## config.mk

```make
export PLATFORM = sky130hd
export DESIGN_NAME = bar_map_unit
export DESIGN_NICKNAME = d
export VERILOG_FILES = /design/src/rtl/barmap_pkg.sv /design/src/rtl/bar_region_eval.sv /design/src/rtl/bar_event_fsm.sv /design/src/rtl/bar_hit_sel.sv /design/src/rtl/bar_map_unit.sv
export SDC_FILE = /design/constraint.sdc
export NUM_CORES = 2
export LEC_CHECK = 0
export ABC_AREA = 1
export ABC_CLOCK_PERIOD_IN_PS = 3600
export BUFFER_PORTS_ARGS = -buffer_cell sky130_fd_sc_hd__buf_2
export CORE_AREA = 2 2 591 446
export CTS_CLUSTER_DIAMETER = 80
export DETAILED_ROUTE_END_ITERATION = 6
export DIE_AREA = 0 0 593 448
export GPL_TIMING_DRIVEN = 0
export SLEW_MARGIN = 5
export SYNTH_ARGS = -nofsm -noshare
export SYNTH_HDL_FRONTEND = slang
export SYNTH_SLANG_ARGS = --single-unit
```

## constraint.sdc

```tcl
create_clock -name clk -period 3.6 [get_ports clk]
set_clock_uncertainty 0.15 [all_clocks]
set_input_delay 0.18 -clock clk [delete_from_list [all_inputs] [get_ports clk]]
set_output_delay 0.18 -clock clk [all_outputs]
set_load 0.005 [all_outputs]
```

## src/rtl/barmap_pkg.sv

```systemverilog
package barmap_pkg;

    typedef enum logic [1:0] {
        EV_STEADY = 2'd0,
        EV_UNMAP  = 2'd1,
        EV_MAP    = 2'd2
    } ev_state_e;

    localparam int CMD_IO_BIT  = 0;
    localparam int CMD_MEM_BIT = 1;

endpackage

```

## src/rtl/bar_region_eval.sv

```systemverilog
module bar_region_eval #(
    parameter int           AW       = 32,
    parameter logic [AW-1:0] IO_LIMIT = 'h10000,
    parameter bit           IS_ROM   = 1'b0
) (
    input  logic          io_en,
    input  logic          mem_en,
    input  logic [AW-1:0] bar,
    input  logic [AW-1:0] size,
    input  logic          is_io,
    output logic          ok,
    output logic [AW-1:0] base
);
    localparam logic [AW-1:0] ONE = {{(AW-1){1'b0}}, 1'b1};

    logic [AW-1:0] mask;
    logic [AW-1:0] base_c;
    logic [AW-1:0] last;
    logic          io_space;
    logic          enabled;
    logic          range_ok;

    always_comb begin
        mask     = ~(size - ONE);
        base_c   = bar & mask;
        last     = base_c + size - ONE;
        io_space = is_io && !IS_ROM;
        enabled  = io_space ? io_en : mem_en;
        if (IS_ROM && !bar[0]) begin
            enabled = 1'b0;
        end
        range_ok = io_space ? (last < IO_LIMIT) : (last != {AW{1'b1}});
        ok       = enabled && (size != '0) && (base_c != '0)
                   && (last > base_c) && range_ok;
        base     = ok ? base_c : '0;
    end
endmodule

```

## src/rtl/bar_event_fsm.sv

```systemverilog
module bar_event_fsm
    import barmap_pkg::*;
#(
    parameter int AW = 32
) (
    input  logic          clk,
    input  logic          rst_n,
    input  logic          cur_ok,
    input  logic [AW-1:0] cur_base,
    output logic          map_p,
    output logic          unmap_p,
    output logic [AW-1:0] ev_base
);
    ev_state_e     st;
    ev_state_e     nxt;
    logic          ann_ok;
    logic [AW-1:0] ann_base;
    logic          differ;

    always_comb begin
        differ = (cur_ok != ann_ok) || (cur_ok && (cur_base != ann_base));
        unique case (st)
            EV_STEADY: nxt = !differ ? EV_STEADY : (ann_ok ? EV_UNMAP : EV_MAP);
            EV_UNMAP:  nxt = cur_ok ? EV_MAP : EV_STEADY;
            EV_MAP:    nxt = EV_STEADY;
            default:   nxt = EV_STEADY;
        endcase
    end

    // state register
    always_ff @(posedge clk or negedge rst_n) begin
        if (!rst_n) begin
            st <= EV_STEADY;
        end else begin
            st <= nxt;
        end
    end

    // announced mapping and the base carried with each pulse
    always_ff @(posedge clk or negedge rst_n) begin
        if (!rst_n) begin
            ann_ok   <= 1'b0;
            ann_base <= '0;
            ev_base  <= '0;
        end else if (nxt == EV_UNMAP) begin
            ev_base  <= ann_base;
            ann_ok   <= 1'b0;
            ann_base <= '0;
        end else if (nxt == EV_MAP) begin
            ev_base  <= cur_base;
            ann_ok   <= 1'b1;
            ann_base <= cur_base;
        end
    end

    assign map_p   = (st == EV_MAP);
    assign unmap_p = (st == EV_UNMAP);
endmodule

```

## src/rtl/bar_hit_sel.sv

```systemverilog
module bar_hit_sel #(
    parameter int NREG = 7,
    parameter int AW   = 32,
    parameter int IW   = 3
) (
    input  logic [NREG-1:0]         ok,
    input  logic [NREG-1:0][AW-1:0] base,
    input  logic [NREG-1:0][AW-1:0] size,
    input  logic [NREG-1:0]         io_sp,
    input  logic [AW-1:0]           addr,
    input  logic                    want_io,
    output logic                    hit,
    output logic [IW-1:0]           idx
);
    localparam logic [AW-1:0] ONE = {{(AW-1){1'b0}}, 1'b1};

    always_comb begin
        hit = 1'b0;
        idx = '0;
        for (int i = NREG - 1; i >= 0; i--) begin
            if (ok[i] && (io_sp[i] == want_io)
                && ((addr & ~(size[i] - ONE)) == base[i])) begin
                hit = 1'b1;
                idx = i[IW-1:0];
            end
        end
    end
endmodule

```

## src/rtl/bar_map_unit.sv

```systemverilog
module bar_map_unit
    import barmap_pkg::*;
#(
    parameter int            NREG     = 7,
    parameter int            AW       = 32,
    parameter logic [AW-1:0] IO_LIMIT = 'h10000,
    localparam int           IW       = (NREG > 1) ? $clog2(NREG) : 1
) (
    input  logic                    clk,
    input  logic                    rst_n,
    input  logic [15:0]             cmd,
    input  logic [NREG-1:0][AW-1:0] bar_val,
    input  logic [NREG-1:0][AW-1:0] reg_size,
    input  logic [NREG-1:0]         reg_is_io,
    input  logic [AW-1:0]           lk_addr,
    input  logic                    lk_is_io,
    output logic [NREG-1:0]         map_valid,
    output logic [NREG-1:0][AW-1:0] map_base,
    output logic [NREG-1:0]         map_evt,
    output logic [NREG-1:0]         unmap_evt,
    output logic [NREG-1:0][AW-1:0] evt_base,
    output logic                    hit_valid,
    output logic [IW-1:0]           hit_idx
);
    localparam int ROM_IDX = NREG - 1;

    logic [NREG-1:0]         nx_ok;
    logic [NREG-1:0][AW-1:0] nx_base;
    logic [NREG-1:0]         io_sp;
    logic                    hit_c;
    logic [IW-1:0]           idx_c;

    for (genvar g = 0; g < NREG; g++) begin : g_reg
        assign io_sp[g] = reg_is_io[g] && (g != ROM_IDX);

        bar_region_eval #(
            .AW       (AW),
            .IO_LIMIT (IO_LIMIT),
            .IS_ROM   (g == ROM_IDX)
        ) eval_i (
            .io_en  (cmd[CMD_IO_BIT]),
            .mem_en (cmd[CMD_MEM_BIT]),
            .bar    (bar_val[g]),
            .size   (reg_size[g]),
            .is_io  (reg_is_io[g]),
            .ok     (nx_ok[g]),
            .base   (nx_base[g])
        );

        bar_event_fsm #(.AW(AW)) fsm_i (
            .clk      (clk),
            .rst_n    (rst_n),
            .cur_ok   (map_valid[g]),
            .cur_base (map_base[g]),
            .map_p    (map_evt[g]),
            .unmap_p  (unmap_evt[g]),
            .ev_base  (evt_base[g])
        );
    end

    bar_hit_sel #(.NREG(NREG), .AW(AW), .IW(IW)) hit_i (
        .ok      (map_valid),
        .base    (map_base),
        .size    (reg_size),
        .io_sp   (io_sp),
        .addr    (lk_addr),
        .want_io (lk_is_io),
        .hit     (hit_c),
        .idx     (idx_c)
    );

    always_ff @(posedge clk or negedge rst_n) begin
        if (!rst_n) begin
            map_valid <= '0;
            map_base  <= '0;
            hit_valid <= 1'b0;
            hit_idx   <= '0;
        end else begin
            map_valid <= nx_ok;
            map_base  <= nx_base;
            hit_valid <= hit_c;
            hit_idx   <= idx_c;
        end
    end
endmodule

```

==> results.py <==
metrics = {
    "outcome": {
        "status": "finished with violations",
        "violations": "design-rule violations, negative setup slack",
    },
    "yosys": {
        "synthFlopType": "dfrtp_1",
        "ys_seq_elements": 704,
        "synth_edf_count": 0,
        "avgSynthCellArea_um2": 6.79,
        "synth_cells": 9537,
        "netlist_area_um2": 64700,
        "synth_fp_nets": 10600,
        "synthArstFlopShare_pct": 100,
        "yosysWarnings": 0,
        "ys_seq_area_share_pct": 27.2,
        "synth.distinct_cells": 67,
    },
    "worst_setup_path": {
        "crit_buf_inv": 8,
        "crit_top_cell": "nand2_2",
        "path_max_fanout": 5,
        "critical_path_class": "in -> reg",
        "cp_slowest_cell": "ha_1",
        "crit_family": "simple AND/OR/NAND/NOR gates",
        "cp.arrival_ps": 5100,
        "r2r_cells": 11,
        "rrSetupSlack_ps": 40,
        "crit_required_ps": 4120,
        "cp.depth": 31,
        "cp-start-kind": "input pin",
        "end_kind": "flop",
        "max_stage_delay_ps": 340,
    },
    "flow_run": {
        "timing.max_cap.violations": 0,
    },
    "hold_path": {
        "hold_path.class": "in -> reg",
        "hold_depth": 6,
    },
    "routing": {
        "dr.pass1.iters": 7,
        "via_count": 78500,
        "final_antenna_net_count": 0,
        "routedWlPerCell_um": 25.0,
        "drt-initial-drc-count": 8942,
        "wl_um": 377000,
        "drc_errors": 1,
        "avgViaCountPerCell": 5.19,
    },
    "die": {
        "start_util_pct": 25.0,
        "io_pins": 979,
        "design.core.area_um2": 259000,
        "die-area_um2": 266000,
        "die_h_um": 448,
        "die_x_um": 593,
        "rows": 162,
    },
    "grt": {
        "grt_use_met1_pct": 35.3,
        "overflow": 0,
        "grt_start_max_net_pins": 109,
        "met2_usage_pct": 37.4,
        "antenna_found_initial": 135,
        "grt_pass1_vias": 70400,
        "grt_usage_pct": 26.8,
        "grt_pass1_wl_um": 512000,
        "grt.busiest_layer": "met2",
        "use_met3_pct": 8.39,
    },
    "pwr": {
        "power_per_cell_area_nw_per_um2": 507,
        "vdd_drop_max_v": 0.000461,
        "p_leak_nw": 45.6,
    },
    "final_layout": {
        "nNetsFinal": 12600,
        "final_common_cell": "nand2_1",
        "fin_cells": 15100,
        "mostFrequentLayoutCells": "1,918 x nand2_1, 1,208 x inv_1, 915 x buf_2",
        "syn2layout_area_growth_pct": 50.0,
        "drive_gt1_share_pct": 33.0,
        "fill_cells": 26700,
    },
    "sta": {
        "finalSetupViolCount": 231,
        "fmax_mhz": 218,
        "period_share_pct": 127,
        "drv_slew": 0,
        "setup_ws_ps": -983,
        "grt_setup_unrepaired": "true",
        "tightest_slew_ps": 1310,
        "period_needed_ps": 4580,
        "hold_viol_final": 0,
        "whs_ps": 96.0,
        "slew_headroom_pct": 12.4,
        "tns_ps": -125910,
    },
    "clocking": {
        "htreeDepth": 3,
        "cts.root.buffer_cell": "clkbuf_16",
        "path_clk_slew_ps": 70,
        "clockBufferDepth": 3,
        "cts.sink_count": 704,
        "clock_latency_ps": 750,
        "cts-buffers-inserted": 84,
        "cts_tree": "done",
    },
    "placed_design": {
        "io_buffers": 948,
        "gp_congestion": 1.01,
        "dpl.hpwl_um": 298000,
        "place_ws_ps": -2540,
        "dp_cells": 14000,
    },
}
[repair_timing]
| item | 4_1_cts | 5_1_grt |
|---|---|---|
| pin swaps | 364 | 476 |
| cloned | 19 | 6 |
| endpoints found under the hold margin | 419 | 0 |
| endpoints found under the setup margin | 402 | 614 |
| hold buffers | 315 | 0 |
| resized for setup | 1217 | 1129 |
| setup buffers | 345 | 230 |
[tightest hold or removal path: stages]
cell	delay [ps]
buf_2	160
o221ai_1	180
a21oi_1	70
nand3_4	150
buf_6	150
nor3_2	40
[synth_stat cells, types with 27 or more instances]
master / number / area (um2)
inv_1: 1348 / 5060
nor3_1: 153 / 766
nor3_2: 150 / 1500
nand3_1: 729 / 3650
ha_1: 554 / 6930
clkbuf_1: 113 / 424
buf_4: 31 / 233
o21ai_0: 316 / 1580
buf_6: 27 / 304
o22ai_1: 115 / 719
nor4_1: 30 / 188
nor2_1: 1032 / 3870
xor2_1: 210 / 1840
o211ai_1: 43 / 323
nand2_1: 2301 / 8640
a21o_1: 38 / 285
nor2_2: 54 / 338
dfrtp_1: 704 / 17600
xnor2_1: 240 / 2100
o21ai_1: 29 / 145
nand4_1: 298 / 1860
nand3b_1: 39 / 293
a21oi_1: 609 / 3050
[layer usage]
metal / wire length [um] / share of wire (%) / vias to the layer above
met3: 44000 / 12 / 929
met1: 153000 / 41 / 37300
met5: 282 / 0.075 / -
met4: 25300 / 6.7 / 42
met2: 155000 / 41 / 4686
li1: - / - / 35500
[sequential cells by signal, summed over array words and instances, names as in the netlist]
name and cells:
g.fsm_i.st 14, g.fsm_i.ann_base 224, hit_valid 1, hit_idx 3, g.fsm_i.ann_ok 7, map_valid 7
map_base 224, g.fsm_i.ev_base 224
[cell type report]
class / instances / area (um2) / area share (%)
diodes: 117 / 293 / 0.302
plain buffers: 187 / 1240 / 1.28
clock buffers: 113 / 2350 / 2.42
clock inverters: 38 / 509 / 0.524
inverters: 1371 / 5310 / 5.47
multi-input cells: 7263 / 51400 / 52.9
flip-flops and latches: 704 / 17600 / 18.1
well taps: 3444 / 4310 / 4.44
repair buffers: 1877 / 14100 / 14.5
[cells by family (layout without fill, tap and decap cells)]
family                     count (synthesis)  in the layout  synth area share (%)
and+or+nand+nor                         4934           4934                  34.5
DFF                                      704            704                  27.2
other                                      0            117                     0
buffers and inverters                   1570           3586                  9.61
AOI/OAI and AO/OA                       1313           1313                  11.5
xor gates and xnor gates                 455            455                  6.22
adders and majority gates                561            561                  10.9
[final timing paths]
path	from	end
setup / recovery	reg_size[193]	map_base[196]
hold / removal	reg_size[31]	map_base[31]
setup reg to reg	map_base[78]	g_reg[2].fsm_i.ev_base[30]
hold reg to reg	g_reg[1].fsm_i.ann_base[8]	g_reg[1].fsm_i.ev_base[8]
max in group asynchronous	rst_n	map_base[107]
min in group asynchronous	rst_n	g_reg[0].fsm_i.ev_base[3]
[report_power, final]
| group | internal (mW) | leakage, nW | switching, mW |
|---|---|---|---|
| registers | 10.2 | 9.30 | 1.79 |
| clock network | 5.04 | 1.40 | 4.08 |
| logic | 10.3 | 34.9 | 17.7 |
[per-stage QoR]
stage	util, %	area, um2	power [mW]
CTS	34.9	90500	46.8
global route	37.4	97000	52.1
floorplan	-	66500	26.1
finish	37.5	97100	49.2
detailed placement	29.4	76100	35.0
global placement	29.1	75500	34.7
Note: power is estimated with default switching activity, not from simulation.
